<file path="src/rtl/wsi_pkg.sv">
// Shared parameters and helpers for the wait inserter.
// Assumes: wait counts are unsigned and fit in WAIT_W bits.
package wsi_pkg;
    localparam int WAIT_W = 4;
    localparam int WAIT_MAX = (1 << WAIT_W) - 1;
    typedef logic [WAIT_W-1:0] wait_cnt_t;
endpackage

</file>
<file path="src/rtl/wsi_count_calc.sv">
// Computes the effective wait count of a region: the configured count
// plus an optional video-RAM surcharge, capped at the counter's maximum.
// Assumes: pure combinational, inputs valid alongside the cycle start.
module wsi_count_calc #(
    parameter int CNT_W      = 4,
    parameter int VRAM_EXTRA = 2
) (
    input  logic [CNT_W-1:0] waits,
    input  logic             vram,
    output logic [CNT_W-1:0] eff
);
    localparam int MAXV = (1 << CNT_W) - 1;

    generate
        if (VRAM_EXTRA == 0) begin : g_plain
            // Purpose: no surcharge configured, pass the count through.
            always_comb eff = waits;
        end else begin : g_extra
            logic [CNT_W:0] sum;
            // Purpose: add the surcharge for video RAM and saturate.
            always_comb begin
                sum = {1'b0, waits} + (vram ? (CNT_W+1)'(VRAM_EXTRA) : '0);
                eff = (sum > (CNT_W+1)'(MAXV)) ? CNT_W'(MAXV) : sum[CNT_W-1:0];
            end
        end
    endgenerate

    // Purpose: the surcharge may never reduce the requested count.
    always_comb begin
        AST_EFF_NOT_BELOW: assert (eff >= waits);
    end
endmodule

</file>
<file path="src/rtl/wsi_wait_counter.sv">
// Holds the remaining T-cycle count of the current bus cycle and reports
// whether WAIT must be held. Loads on start, counts down on host edges.
// Assumes: start and host_rise are one-clock strobes; clear has priority.
module wsi_wait_counter #(
    parameter int CNT_W = 4
) (
    input  logic             clk,
    input  logic             rst_n,
    input  logic             clear,
    input  logic             start,
    input  logic [CNT_W-1:0] load_val,
    input  logic             host_rise,
    output logic             busy
);
    logic [CNT_W-1:0] cnt;

    // Purpose: load, decrement or clear the remaining wait count.
    always_ff @(posedge clk) begin
        if (!rst_n || clear) begin
            cnt <= '0;
        end else if (start) begin
            cnt <= load_val;
        end else if (host_rise && cnt != '0) begin
            cnt <= cnt - 1'b1;
        end
    end

    assign busy = (cnt != '0);

    AST_GRANT_CLEARS: assert property (@(posedge clk) disable iff (!rst_n)
        clear |=> !busy);
    AST_ONE_PER_EDGE: assert property (@(posedge clk) disable iff (!rst_n)
        (busy && host_rise && !start && !clear) |=> (cnt == $past(cnt) - 1'b1));
    AST_HOLD_NO_EDGE: assert property (@(posedge clk) disable iff (!rst_n)
        (!host_rise && !start && !clear) |=> $stable(cnt));
    AST_SAME_CLK_LOAD: assert property (@(posedge clk) disable iff (!rst_n)
        (start && !clear) |=> (cnt == $past(load_val)));
endmodule

</file>
<file path="src/rtl/wsi_window_gen.sv">
// Produces the one-clock ready-window pulse for the internal data source,
// either right after the cycle start or on the next host clock rise (T1).
// Assumes: start and host_rise are one-clock strobes; clear has priority.
module wsi_window_gen (
    input  logic clk,
    input  logic rst_n,
    input  logic clear,
    input  logic start,
    input  logic sync,
    input  logic host_rise,
    output logic ready
);
    logic armed;

    // Purpose: arm on a synchronised start, fire on the following host rise.
    always_ff @(posedge clk) begin
        if (!rst_n || clear) begin
            armed <= 1'b0;
            ready <= 1'b0;
        end else if (start) begin
            armed <= sync;
            ready <= !sync;
        end else begin
            ready <= armed && host_rise;
            if (host_rise) armed <= 1'b0;
        end
    end

    AST_NOSYNC_PULSE: assert property (@(posedge clk) disable iff (!rst_n)
        (start && !sync && !clear) |=> ready);
    AST_SYNC_NOT_EARLY: assert property (@(posedge clk) disable iff (!rst_n)
        (start && sync) |=> !ready);
    AST_SYNC_ON_EDGE: assert property (@(posedge clk) disable iff (!rst_n)
        (armed && host_rise && !start && !clear) |=> ready);
endmodule

</file>
<file path="src/rtl/wsi_wait_inserter.sv">
// Top of the per-region wait inserter. Qualifies each cycle start with the
// region lookup and bus grant, then drives WAIT and the ready window.
// Assumes: region fields are valid in the clock where cyc_start is high;
// host_rise is already synchronised to clk.
module wsi_wait_inserter #(
    parameter int VRAM_EXTRA = 2
) (
    input  logic                   clk,
    input  logic                   rst_n,
    input  logic                   cyc_start,
    input  logic                   host_rise,
    input  logic                   bus_granted,
    input  logic                   region_hit,
    input  wsi_pkg::wait_cnt_t     region_waits,
    input  logic                   region_sync,
    input  logic                   region_vram,
    output logic                   wait_n,
    output logic                   ready_pulse
);
    import wsi_pkg::*;

    wait_cnt_t eff_cnt;
    logic      hit_start;
    logic      any_start;
    logic      busy;

    // Purpose: a start counts only when the bus is ours.
    always_comb begin
        any_start = cyc_start && !bus_granted;
        hit_start = any_start && region_hit;
    end

    wsi_count_calc #(.CNT_W(WAIT_W), .VRAM_EXTRA(VRAM_EXTRA)) u_calc (
        .waits (region_waits),
        .vram  (region_vram),
        .eff   (eff_cnt)
    );

    wsi_wait_counter #(.CNT_W(WAIT_W)) u_cnt (
        .clk       (clk),
        .rst_n     (rst_n),
        .clear     (bus_granted),
        .start     (any_start),
        .load_val  (hit_start ? eff_cnt : '0),
        .host_rise (host_rise),
        .busy      (busy)
    );

    wsi_window_gen u_win (
        .clk       (clk),
        .rst_n     (rst_n),
        .clear     (bus_granted || (any_start && !region_hit)),
        .start     (hit_start),
        .sync      (region_sync),
        .host_rise (host_rise),
        .ready     (ready_pulse)
    );

    assign wait_n = !busy;

    AST_MISS_NO_WAIT: assert property (@(posedge clk) disable iff (!rst_n)
        (cyc_start && !region_hit) |=> (wait_n && !ready_pulse));
    AST_ZERO_NO_WAIT: assert property (@(posedge clk) disable iff (!rst_n)
        (cyc_start && region_hit && !bus_granted && region_waits == '0 && !region_vram)
        |=> wait_n);
    AST_GRANT_QUIET: assert property (@(posedge clk) disable iff (!rst_n)
        bus_granted |=> (wait_n && !ready_pulse));
endmodule

</file>
<file path="config.mk">
export PLATFORM = sky130hd
export DESIGN_NAME = wsi_wait_inserter
export DESIGN_NICKNAME = d
export VERILOG_FILES = /design/src/rtl/wsi_pkg.sv /design/src/rtl/wsi_count_calc.sv /design/src/rtl/wsi_wait_counter.sv /design/src/rtl/wsi_window_gen.sv /design/src/rtl/wsi_wait_inserter.sv
export SDC_FILE = /design/constraint.sdc
export NUM_CORES = 1
export LEC_CHECK = 0
export BUFFER_PORTS_ARGS = -buffer_cell sky130_fd_sc_hd__buf_2
export CORE_AREA = 2 2 39 41
export CTS_CLUSTER_DIAMETER = 40
export DETAILED_ROUTE_END_ITERATION = 16
export DIE_AREA = 0 0 41 43
export GPL_TIMING_DRIVEN = 0
export PLACE_DENSITY = 0.56
export SLEW_MARGIN = 30
export SYNTH_ARGS = -nofsm -noshare
export SYNTH_HDL_FRONTEND = slang
export SYNTH_SLANG_ARGS = --single-unit
</file>
<file path="constraint.sdc">
create_clock -name clk -period 3.48 [get_ports clk]
set_clock_uncertainty 0.15 [all_clocks]
set_input_delay 0.696 -clock clk [delete_from_list [all_inputs] [get_ports clk]]
set_output_delay 0.696 -clock clk [all_outputs]
set_load 0.1 [all_outputs]
</file>
Word level (Yosys, flattened, before mapping):

Cells that the tools add are included.

* memories: 0
* register bits: 6
* bits in writable memories: 0
* ROM bits: 0
* bits in latches: 0
* output and inout bits: 2
* logic and storage cells: 30
* input port bits: 12

* reductions and logical operators: 16
* divide/modulo/power cells: 0
* bitwise gates (word level): 0
* muxes and demuxes: 8
* shift-type cells: 0
* magnitude comparators: 1
* multipliers: 0
* add/subtract/negate cells: 2
* eq/ne operators: 0

Operators with widths (number)
* 4-bit 2-to-1 mux: 4
* 4-bit by 5-bit adder with 5-bit output: 1
* 5-bit by 4-bit > comparator with 1-bit output, second input constant: 1
* 1-bit logical AND: 5
* 1-bit zero test: 5
* 2-bit nonzero test: 2
* 4-bit nonzero test: 1
* 4-bit by 1-bit subtractor with 4-bit output, second input constant: 1
* 1-bit logical OR: 3
* 1-bit 2-to-1 mux: 3
* 2-bit 2-to-1 mux: 1

Logic depth before layout (Yosys ltp):

* depth after elaboration: 6
* mapped depth: 6
* depth with buffers taken out: 6

Cells and area by module:

Synthesis repeated with hierarchy kept, for this count alone.

* cells, all modules: 59
* area, all modules: 473.0 um^2

By module, submodules not included
* wsi_wait_counter: cells an instance 31, area each 255.2 um^2, times used 1
* wsi_window_gen: cells an instance 9, area each 83.8 um^2, times used 1
* wsi_count_calc: cells an instance 10, area each 71.3 um^2, times used 1
* wsi_wait_inserter: cells an instance 9, area each 62.6 um^2, times used 1

Worst setup path before layout:

No wires, ideal clock.

* path type: flip-flop to output port
* start: reg u_cnt.cnt[0]
* end: out wait_n
* cell stages (with the launch flop): 5
* path slack: 1.119 ns
* buffers on the path: 0
* arrival time: 1.515 ns
* path through: dfxtp_1 -> inv_1 -> ha_1 -> or3b_4 -> inv_1

* longest elaborated chain between the ends: 2

Ends and longest elaborated chain
* start: declaration: RTL line wsi_wait_counter.sv:15 `logic [CNT_W-1:0] cnt;`
* start signal: assignment: RTL line wsi_wait_counter.sv:22 `cnt <= load_val;`
* start signal: assignment: RTL line wsi_wait_counter.sv:24 `cnt <= cnt - 1'b1;`
* 4-bit nonzero test: RTL line wsi_wait_counter.sv:28 `assign busy = (cnt != '0);`
* 1-bit zero test: RTL line wsi_wait_inserter.sv:59 `assign wait_n = !busy;`
* end: declaration: RTL line wsi_wait_inserter.sv:17 `output logic wait_n,`

No other way between the ends.

Worst setup path after layout:

Same ends and word-level chain as after synthesis.

==> metrics.md <==
| Metric | Value |
|---|---|
| Status | `finished, final reports clean` |
| Max VDD drop | `0.0001594 V` |
| Largest net degree at the start of global routing | `6` |
| Grt ovf | `0` |
| Register area | `120.1 um^2` |
| Slew headroom | `68.08%` |
| Mapped Nets | `64` |
| Vias | `406` |
| Max cap viols | `0` |
| Register share of total power | `35.7%` |
| Area of the multi-input gates | `285.3 um^2` |
| PnR Total Power | `0.2086 mW` |
| Die W | `41 um` |
| Wire per inst | `10.75 um` |
| Clock Latency Late Sink | `0.25 ns` |
| Crit end category | `output pin` |
| Ys async rst share | `0%` |
| Post-synth EDFFs | `0` |
| Startpoint types | `flop` |
| Worst-margin pin slew | `0.4821 ns` |
| Seq/Total Area, Yosys | `28.57%` |
| DP HPWL | `673.7 um` |
| Fillers | `145` |
| Syn_area_per_cell | `8.580 um^2` |
| Routed wire length | `871 um` |
| Post-DRT Antenna Nets | `0` |
| Final nets | `82` |
| Core footprint | `0.001384 mm^2` |
| Worst EP arrival | `1.68 ns` |
| Vias per cell | `5.012` |
| Area growth, synth to finish | `25.60%` |
| Largest buffer count on any clock path | `2` |
| Fin Setup TNS | `0 ns` |
| Inst Count DP | `78` |
| First-pass GRT wire length | `1531 um` |
| Compound-Gate Fraction of Synth Area | `24.11%` |
| Post-Synth Adder-Cell Area | `8.929%` |
| Setup Viol. Count Final | `0` |
| Hold Buf Count CTS | `0` |
| Max Freq | `0.3959 GHz` |
| DP Worst Slack | `1.231 ns` |
| H-tree depth | `1` |
| Hold Crit Class | `flop to flop` |
| Synth Flop Type | `dfxtp_1` |
| Clk slew on worst S/H paths | `0.05 ns` |
| Setup ws final | `0.9538 ns` |
| Clk sinks | `6` |
| # port buffers | `13` |
| DRT iter0 DRCs | `17` |
| Area leader, netlist | `dfxtp_1` |
| Post-Synth XOR/XNOR Area | `6.250%` |
| Clock root buffer master | `clkbuf_4` |
| CTS tree | `yes` |
| Post-synthesis sequential element count | `6` |
| Gate power share | `33.1%` |
| RSZ-0062 raised after global routing | `false` |
| Cts bufs inserted | `3` |
| Row cnt | `14` |
| Setup bufs post-CTS | `0` |
| Die H | `43 um` |
| Final hold violation count | `0` |
| Clk pwr share | `31.2%` |
| Die Area | `0.001763 mm^2` |
| Resized cells post-CTS | `0` |
| Mux cell area share after synthesis | `0%` |
| Req. time, crit path | `2.63 ns` |
| Fin. max-slew vios | `0` |
| Gp weighted congestion | `0.7053` |
| Synth top area share | `28.57%` |
| DR DRC count | `0` |
| Tcrit/Tclk final | `72.59%` |
| Synth top cells by count | `6 x dfxtp_1, 4 x a21oi_1, 4 x inv_1, 4 x nor2_1` |
| Static leakage | `0.2341 nW` |
| Gr usage total | `12.84%` |
| Cell Area, Synth | `420.4 um^2` |
| Top cells by area, synth | `dfxtp_1 29%, ha_1 8.9%, xnor2_1 6.2%` |
| Fraction of power spent switching nets | `33.51%` |
| Finished Layout Cells | `81` |
| Critical path peak fanout | `3` |
| WS Path Type | `flop to output pin` |
| Initial antenna violation count | `0` |
| Cell area power density | `395.1 mW/mm^2` |
| Period minus WS final | `2.526 ns` |
| Antenna Cells | `0` |
| Int Power | `0.1387 mW` |
| Largest family of logic cells by synthesized area | `simple AND/OR/NAND/NOR gates` |
| Starting density of the core | `30.38%` |
| Synth Instances | `49` |
| Layout cell share with drive strength beyond 1 | `33.85%` |
| Post-Synth Simple-Gate Area | `28.57%` |
| Synth cell types | `24` |
| Most numerous cell in the Yosys netlist | `dfxtp_1` |
| Top Ports | `14` |
| Synth warn | `0` |
| Net switching power | `0.06990 mW` |
| 1st-pass router iterations | `4` |
| Number of global-route vias before repair | `378` |
[critical path, cell delays in order, from the launching register on]
cell	delay, ns
dfxtp_1	0.31
inv_1	0.09
ha_1	0.18
or3b_4	0.40
inv_1	0.05
buf_2	0.41
[cell families after synthesis]
group | Yosys count
fa+ha+maj | 3
buf+inv | 4
flops | 6
xor+xnor | 3
compound gates | 14
simple gates | 19
[stage by stage]
stage	util [%]	hold WS [ns]	cell area [um^2]
after detailed placement	36.53	0.3230	505.5
after global routing	38.16	0.3620	528.0
after CTS	38.16	0.3336	528.0
final	38.16	0.3347	528.0
after floorplan	-	0.2948	420.4
after global placement	36.53	0.3142	505.5
[per-layer routing]
| metal | up-vias | global-route usage (%) | wire length (um) |
|---|---|---|---|
| met3 | 2 | 3.141 | 51 |
| met2 | 14 | 15.94 | 374 |
| met4 | 0 | 8.000 | 14 |
| li1 | 216 | - | - |
| met5 | - | 0 | 0 |
| met1 | 174 | 18.91 | 430 |
[layout by cell type, fill, tap and decap left out]
master     instances
xnor2_1            3
nor2_1             4
nand3b_1           1
clkbuf_4           3
o221a_2            1
or2b_1             1
a31o_2             1
or3_1              1
nand2_4            1
nor3_2             1
nand2_1            3
a2bb2oi_1          1
nor2b_4            1
dfxtp_1            6
a21oi_1            4
nand2b_1           1
a211oi_1           2
a31oi_1            2
o32a_1             1
nand3_1            2
inv_1              4
a21o_1             2
or3b_4             1
buf_2             13
ha_1               3
nor3_1             2
[power by group through the flow]
| stage | combinational (mW) | clock, mW | sequential (mW) |
|---|---|---|---|
| floorplan | 0.0517 | 0 | 0.0758 |
| global placement | 0.0689 | 0 | 0.0757 |
| finish | 0.0691 | 0.0650 | 0.0745 |
| CTS | 0.0697 | 0.0661 | 0.0744 |
| global route | 0.0768 | 0.0690 | 0.0747 |
| detailed placement | 0.0687 | 0 | 0.0756 |
[final timing paths]
| kind | from | cells after the start | slack, ns | endpoint |
|---|---|---|---|---|
| max | u_cnt.cnt[0] | 5 | 0.95 | wait_n |
| min | u_win.armed | 2 | 0.33 | u_win.ready |
| min reg2reg | u_win.armed | 2 | 0.33 | u_win.ready |
| max reg2reg | u_cnt.cnt[0] | 6 | 1.77 | u_cnt.cnt[1] |
[registers in the layout, indices dropped and copies added (netlist names)]
signal       cells
u_cnt.cnt        4
u_win.armed      1
u_win.ready      1
[cell type report]
class	instances	area share [%]
Multi-Input combinational cell	39	54.03
Sequential cell	6	22.75
Timing Repair Buffer	13	12.32
Clock buffer	3	4.265
Tap cell	16	3.791
Inverter	4	2.844
(Power assumes the default switching activity.)
